$ cat src/rtl/sinowin_pkg.sv
package sinowin_pkg;

  typedef enum logic [1:0] {
    PH_IDLE  = 2'd0,
    PH_REQ   = 2'd1,
    PH_RECV  = 2'd2,
    PH_READY = 2'd3
  } phase_t;

  // strobes from control to datapath
  typedef struct packed {
    logic latchOrigin;
    logic clearCount;
    logic storeWord;
    logic nextRow;
  } ctrl_strobes_t;

endpackage

$ cat src/rtl/sinowin_ctrl.sv
module sinowin_ctrl
  import sinowin_pkg::*;
(
  input  logic          clk,
  input  logic          rstN,
  input  logic          fillStart,
  input  logic          burstAck,
  input  logic          wordValid,
  input  logic          lanesDone,
  input  logic          rowLast,
  input  logic          colLast,
  output ctrl_strobes_t strobes,
  output logic          burstReq,
  output logic          ready
);

  phase_t phase, phaseNext;

  always_ff @(posedge clk or negedge rstN) begin
    if (!rstN) phase <= PH_IDLE;
    else       phase <= phaseNext;
  end

  always_comb begin
    phaseNext = phase;
    strobes   = '0;
    unique case (phase)
      PH_IDLE: begin
        if (fillStart) begin
          strobes.latchOrigin = 1'b1;
          strobes.clearCount  = 1'b1;
          phaseNext           = PH_REQ;
        end
      end
      PH_REQ: begin
        if (burstAck) phaseNext = PH_RECV;
      end
      PH_RECV: begin
        if (wordValid) begin
          strobes.storeWord = 1'b1;
          if (colLast) begin
            if (rowLast) begin
              phaseNext = PH_READY;
            end else begin
              strobes.nextRow = 1'b1;
              phaseNext       = PH_REQ;
            end
          end
        end
      end
      PH_READY: begin
        if (lanesDone) phaseNext = PH_IDLE;
      end
      default: phaseNext = PH_IDLE;
    endcase
  end

  assign burstReq = (phase == PH_REQ);
  assign ready    = (phase == PH_READY);

endmodule

$ cat src/rtl/sinowin_dpath.sv
module sinowin_dpath
  import sinowin_pkg::*;
#(
  parameter int COLS    = 64,
  parameter int ROWS    = 32,
  parameter int WIN_W   = 24,
  parameter int WIN_H   = 4,
  parameter int COORD_W = 10,
  parameter int ADDR_W  = 16,
  parameter int DATA_W  = 16,
  parameter int NCORNER = 4,
  localparam int UW     = $clog2(COLS),
  localparam int VW     = $clog2(ROWS),
  localparam int LU_W   = $clog2(WIN_W) + 1,
  localparam int LV_W   = $clog2(WIN_H) + 1
)(
  input  logic                       clk,
  input  logic                       rstN,
  input  ctrl_strobes_t              strobes,
  input  logic                       ready,
  input  logic [NCORNER*COORD_W-1:0] cornersU,
  input  logic [NCORNER*COORD_W-1:0] cornersV,
  input  logic [ADDR_W-1:0]          baseAddr,
  input  logic [DATA_W-1:0]          wordData,
  input  logic                       lkEn,
  input  logic [LU_W-1:0]            lkU,
  input  logic [LV_W-1:0]            lkV,
  output logic                       rowLast,
  output logic                       colLast,
  output logic [ADDR_W-1:0]          burstAddr,
  output logic [DATA_W-1:0]          lkData,
  output logic                       lkErr,
  output logic [UW-1:0]              originU,
  output logic [VW-1:0]              originV
);

  localparam int DEPTH = WIN_W * WIN_H;
  localparam int IW    = $clog2(DEPTH);
  localparam int RW    = $clog2(WIN_H);
  localparam int CW    = $clog2(WIN_W);
  localparam int MAXU  = COLS - WIN_W;
  localparam int MAXV  = ROWS - WIN_H;

  // corner unpacking
  logic signed [COORD_W-1:0] cu [NCORNER];
  logic signed [COORD_W-1:0] cv [NCORNER];

  for (genvar g = 0; g < NCORNER; g++) begin : g_corner
    assign cu[g] = cornersU[g*COORD_W +: COORD_W];
    assign cv[g] = cornersV[g*COORD_W +: COORD_W];
  end

  logic signed [COORD_W-1:0] minU, minV;
  logic [UW-1:0] clampU;
  logic [VW-1:0] clampV;

  always_comb begin
    minU = cu[0];
    minV = cv[0];
    for (int i = 1; i < NCORNER; i++) begin
      if (cu[i] < minU) minU = cu[i];
      if (cv[i] < minV) minV = cv[i];
    end
  end

  always_comb begin
    if (minU < 0)              clampU = '0;
    else if (int'(minU) > MAXU) clampU = UW'(MAXU);
    else                       clampU = UW'(minU);
    if (minV < 0)              clampV = '0;
    else if (int'(minV) > MAXV) clampV = VW'(MAXV);
    else                       clampV = VW'(minV);
  end

  logic [RW-1:0] rowCnt;
  logic [CW-1:0] colCnt;

  always_ff @(posedge clk or negedge rstN) begin
    if (!rstN) begin
      originU <= '0;
      originV <= '0;
      rowCnt  <= '0;
      colCnt  <= '0;
    end else begin
      if (strobes.latchOrigin) begin
        originU <= clampU;
        originV <= clampV;
      end
      if (strobes.clearCount) begin
        rowCnt <= '0;
        colCnt <= '0;
      end else begin
        if (strobes.storeWord) colCnt <= colLast ? '0 : colCnt + 1'b1;
        if (strobes.nextRow)   rowCnt <= rowCnt + 1'b1;
      end
    end
  end

  assign rowLast = (rowCnt == RW'(WIN_H - 1));
  assign colLast = (colCnt == CW'(WIN_W - 1));

  assign burstAddr = baseAddr
                   + (ADDR_W'(originV) + ADDR_W'(rowCnt)) * ADDR_W'(COLS)
                   + ADDR_W'(originU);

  // window storage
  logic [DATA_W-1:0] winBuf [DEPTH];
  logic [IW-1:0]     wrIdx, rdIdx;
  logic              lkOut;

  assign wrIdx = IW'(rowCnt) * IW'(WIN_W) + IW'(colCnt);
  assign rdIdx = IW'(lkV) * IW'(WIN_W) + IW'(lkU);
  assign lkOut = (lkU >= LU_W'(WIN_W)) || (lkV >= LV_W'(WIN_H));

  always_ff @(posedge clk) begin
    if (strobes.storeWord) winBuf[wrIdx] <= wordData;
  end

  always_ff @(posedge clk or negedge rstN) begin
    if (!rstN) begin
      lkData <= '0;
      lkErr  <= 1'b0;
    end else if (lkEn && ready) begin
      if (lkOut) begin
        lkData <= '0;
        lkErr  <= 1'b1;
      end else begin
        lkData <= winBuf[rdIdx];
        lkErr  <= 1'b0;
      end
    end else begin
      lkData <= '0;
      lkErr  <= 1'b0;
    end
  end

endmodule

$ cat src/rtl/sinowin_prefetch.sv
module sinowin_prefetch
  import sinowin_pkg::*;
#(
  parameter int COLS    = 64,
  parameter int ROWS    = 32,
  parameter int WIN_W   = 24,
  parameter int WIN_H   = 4,
  parameter int COORD_W = 10,
  parameter int ADDR_W  = 16,
  parameter int DATA_W  = 16,
  localparam int NCORNER = 4,
  localparam int UW      = $clog2(COLS),
  localparam int VW      = $clog2(ROWS),
  localparam int LU_W    = $clog2(WIN_W) + 1,
  localparam int LV_W    = $clog2(WIN_H) + 1
)(
  input  logic                       clk,
  input  logic                       rstN,
  input  logic                       fillStart,
  input  logic [NCORNER*COORD_W-1:0] cornersU,
  input  logic [NCORNER*COORD_W-1:0] cornersV,
  input  logic [ADDR_W-1:0]          baseAddr,
  output logic                       burstReq,
  output logic [ADDR_W-1:0]          burstAddr,
  input  logic                       burstAck,
  input  logic                       wordValid,
  input  logic [DATA_W-1:0]          wordData,
  output logic                       ready,
  input  logic                       lanesDone,
  input  logic                       lkEn,
  input  logic [LU_W-1:0]            lkU,
  input  logic [LV_W-1:0]            lkV,
  output logic [DATA_W-1:0]          lkData,
  output logic                       lkErr,
  output logic [UW-1:0]              originU,
  output logic [VW-1:0]              originV
);

  ctrl_strobes_t strobes;
  logic rowLast, colLast;

  sinowin_ctrl i_ctrl (
    .clk       (clk),
    .rstN      (rstN),
    .fillStart (fillStart),
    .burstAck  (burstAck),
    .wordValid (wordValid),
    .lanesDone (lanesDone),
    .rowLast   (rowLast),
    .colLast   (colLast),
    .strobes   (strobes),
    .burstReq  (burstReq),
    .ready     (ready)
  );

  sinowin_dpath #(
    .COLS(COLS), .ROWS(ROWS), .WIN_W(WIN_W), .WIN_H(WIN_H),
    .COORD_W(COORD_W), .ADDR_W(ADDR_W), .DATA_W(DATA_W), .NCORNER(NCORNER)
  ) i_dpath (
    .clk       (clk),
    .rstN      (rstN),
    .strobes   (strobes),
    .ready     (ready),
    .cornersU  (cornersU),
    .cornersV  (cornersV),
    .baseAddr  (baseAddr),
    .wordData  (wordData),
    .lkEn      (lkEn),
    .lkU       (lkU),
    .lkV       (lkV),
    .rowLast   (rowLast),
    .colLast   (colLast),
    .burstAddr (burstAddr),
    .lkData    (lkData),
    .lkErr     (lkErr),
    .originU   (originU),
    .originV   (originV)
  );

endmodule

$ cat config.mk
export PLATFORM = sky130hd
export DESIGN_NAME = sinowin_prefetch
export DESIGN_NICKNAME = d
export VERILOG_FILES = /design/src/rtl/sinowin_pkg.sv /design/src/rtl/sinowin_ctrl.sv /design/src/rtl/sinowin_dpath.sv /design/src/rtl/sinowin_prefetch.sv
export SDC_FILE = /design/constraint.sdc
export NUM_CORES = 2
export LEC_CHECK = 0
export BUFFER_PORTS_ARGS = -buffer_cell sky130_fd_sc_hd__buf_2
export CELL_PAD_IN_SITES_DETAIL_PLACEMENT = 1
export CELL_PAD_IN_SITES_GLOBAL_PLACEMENT = 1
export CORE_MARGIN = 8
export CORE_UTILIZATION = 35
export DETAILED_ROUTE_END_ITERATION = 12
export GPL_TIMING_DRIVEN = 0
export PLACE_DENSITY_LB_ADDON = 0.1
export REMOVE_ABC_BUFFERS = 1
export SYNTH_ARGS = -nofsm -noshare
export SYNTH_HDL_FRONTEND = slang
export SYNTH_SLANG_ARGS = --single-unit
$ cat constraint.sdc
create_clock -name clk -period 4.02 [get_ports clk]
set_input_delay 0.402 -clock clk [delete_from_list [all_inputs] [get_ports clk]]
set_output_delay 0.402 -clock clk [all_outputs]
set_load 0.01 [all_outputs]
==> impl_metrics.json <==
{
  "status": "finished with violations",
  "violations": "capacitance limit, slew limit, setup timing",
  "period_share": 1.27,
  "critPathKind": "input port to flop",
  "grt_max_degree": 98,
  "routed_via_density": 5.35,
  "final.min_clock_period_ns": 5.09,
  "worstSkewPairLatency_ns": 0.81,
  "cts_tree": "done",
  "crit_path_frequent_cell": "buf_4",
  "worstPathMaxFanout": 6,
  "critPathArrivalTime_ns": 5.84,
  "drive_gt1_frac": 0.398,
  "setup_ws_ns": -1.07,
  "min-delay-start": "wordData[13]",
  "cts_root_buf": "clkbuf_16",
  "worstReg2RegStart": "i_ctrl.phase[0]",
  "nets": 3589,
  "synth.top_cells.by_count": "edfxtp_1 (1536), mux4_2 (496), nor2_1 (150)",
  "start_kind": "input port",
  "yosysSeqAreaShare": 0.741,
  "p_sw_uw": 9090,
  "initialDrtViolationCount": 2438,
  "die_height_um": 442,
  "required_ns": 4.76,
  "worstHoldPathType": "input port to flop",
  "syn-cell-area_um2": 63500,
  "p_int_uw": 28700,
  "postSynthCellCount": 2899,
  "cpMaxStageDelayCell": "a2111oi_4",
  "skew_ns": 0.0303,
  "dpl_cell_area_um2": 69700,
  "powerDensity_nw_per_um2": 486,
  "wl_per_cell_um": 29.7,
  "switching_share": 0.240,
  "synth_area_leader_cell": "edfxtp_1",
  "synth_edf_count": 1536,
  "initial_core_util": 0.352,
  "nFillCells": 16515,
  "synth.yosys.warnings": 0,
  "drtPass1Iterations": 5,
  "pwr-share-seq": 0.481,
  "r2r_setup_slack_ns": -0.01,
  "clkSlewWorstSetupHoldPaths_ns": 0.06,
  "synth.top_cell.area_share": 0.726,
  "final_core_util": 0.430,
  "synth-async-reset-ratio": 0.0235,
  "leakage_uw": 0.0250,
  "io_pins": 174,
  "synth_ff_type": "edfxtp_1",
  "end_kind": "flop",
  "drc": 0,
  "critPathMaxStageDelay_ns": 0.36,
  "place_congestion": 0.799,
  "numClockSinks": 1573,
  "synthTopCellsByArea": "edfxtp_1 (73%), mux4_2 (18%), ha_1 (1.5%)",
  "ant_nets": 0,
  "p_comb_frac": 0.112,
  "wirelength_um": 175000,
  "p_clk_frac": 0.407,
  "h-tree-depth": 4,
  "fin_area_um2": 77700,
  "ir_drop_uv": 464,
  "hpwl_um": 115000,
  "clk_path_buf_depth": 3,
  "hold_depth": 1,
  "vias": 31499,
  "max_freq_mhz": 196,
  "grt_overflow_total": 0,
  "hold_end": "i_dpath.winBuf[65][13]",
  "core_um2": 181000,
  "relSlewSlack": -0.0228,
  "syn_area_per_cell_um2": 21.9,
  "rows": 156,
  "grt_pass1_vias": 34313,
  "cap_violations": 2,
  "die_w_um": 442,
  "r2r_cells": 5,
  "area_delta_synth_final_pct": 22.4,
  "r2r_end": "i_dpath.winBuf[22][0]",
  "portBuffers": 173,
  "tightest_slew_ns": 1.53,
  "grt_pass1_wl_um": 251000,
  "grt_use_total": 0.176,
  "synth_most_common_cell": "edfxtp_1",
  "cts_inserted_buffers": 169,
  "drv_slew": 13,
  "antenna_found_initial": 5,
  "die_area_um2": 195000,
  "yosysUniqueCellTypes": 74,
  "whs_ns": 0.0839,
  "ys_seq_elements": 1573,
  "rsz0062_at_grt": "yes",
  "final_hold_viol_count": 0,
  "report.final.setup_viol": 15
}
-- worst max path at each step --
stage	startpoint	to	slack (ns)	depth (start not counted)
after detailed placement	cornersU[7]	i_dpath.originU[0]	-3.73	23
final	cornersV[16]	i_dpath.originV[1]	-1.07	32
after global placement	lkU[0]	i_dpath.lkData[3]	-10.85	6
after floorplan	cornersU[7]	i_dpath.originU[0]	-2.08	23
after CTS	cornersV[7]	i_dpath.originV[3]	-0.85	28
after global routing	cornersV[16]	i_dpath.originV[1]	-1.25	28
-- cell type report --
type,count,area (um2),area share
flip-flops and latches,1573,47100,0.605
multi-input cells,1136,17000,0.219
inverters,59,229,0.00295
diodes,4,10.0,0.000129
clock inverters,116,1160,0.0150
well taps,2370,2970,0.0382
repair buffers,440,4940,0.0636
clock buffers,195,4330,0.0557
-- registers in the layout (all words and copies together) (netlist names) --
| name | flops |
|---|---|
| i_dpath.lkErr | 1 |
| i_ctrl.phase | 2 |
| i_dpath.rowCnt | 2 |
| i_dpath.originU | 6 |
| i_dpath.lkData | 16 |
| i_dpath.colCnt | 5 |
| i_dpath.winBuf | 1536 |
| i_dpath.originV | 5 |
-- cells by family after synthesis --
group / Yosys count / share of synthesized area
DFF: 1573 / 0.741
muxes: 551 / 0.185
and+or+nand+nor: 305 / 0.0222
buffers and inverters: 192 / 0.0126
AOI/OAI and AO/OA: 178 / 0.0201
adders and majority gates: 82 / 0.0168
xor gates and xnor gates: 18 / 0.00248
-- power groups by stage --
stage	Clock [uW]	Combinational, uW	Sequential (uW)
final	15400	4230	18200
after global routing	16300	4520	18200
after CTS	15800	4140	18200
after detailed placement	0	3570	18500
after global placement	0	3740	18500
after floorplan	0	1820	18500
-- critical path, delay by kind of cell --
family	cells	cell delay (ns)
adder cells (fa/ha/maj)	2	0.35
multiplexers	2	0.62
AO/OA/AOI/OAI	10	2.13
buffers and inverters	16	2.01
AND/OR/NAND/NOR	2	0.34
-- per-layer routing --
metal | vias up | global-route usage | wire length, um
met5 | - | 0 | 20
met3 | 225 | 0.0280 | 7020
met1 | 17272 | 0.239 | 77300
li1 | 13257 | - | -
met2 | 743 | 0.295 | 86400
met4 | 2 | 0.0487 | 4390
-- cell usage in the layout (no fill, tap or decap), drive strengths merged, types with 11 or more instances in the layout --
master / n
a21oi: 35
edfxtp: 1536
bufinv: 15
nand2: 61
clkbuf: 195
nor3: 11
mux4: 496
clkinv: 87
dlygate4sd3: 26
xnor2: 13
inv: 68
a21o: 18
dfrtp: 37
ha: 77
a211oi: 27
nand3: 17
nor2: 150
o21ai: 37
mux2i: 47
buf: 414
nor2b: 17
-- metrics by stage --
| stage | setup WS (ns) | setup TNS [ns] | std cells | total power, uW |
|---|---|---|---|---|
| global route | -1.25 | -15.37 | 5889 | 39000 |
| floorplan | -2.08 | -21.77 | 2766 | 20300 |
| global placement | -10.85 | -1038.90 | 5309 | 22300 |
| detailed placement | -3.73 | -59.63 | 5436 | 22100 |
| finish | -1.07 | -8.65 | 5893 | 37800 |
| CTS | -0.855 | -13.60 | 5853 | 38100 |
-- what timing repair did --
item | CTS | global route
setup buffers | 77 | 40
gates cloned | 3 | 0
setup endpoints to repair | 318 | 411
hold buffers | 26 | 0
resized for setup | 173 | 83
endpoints found under the hold margin | 196 | 0
pin swaps | 60 | 70
Power figures use the tool's default switching activity.
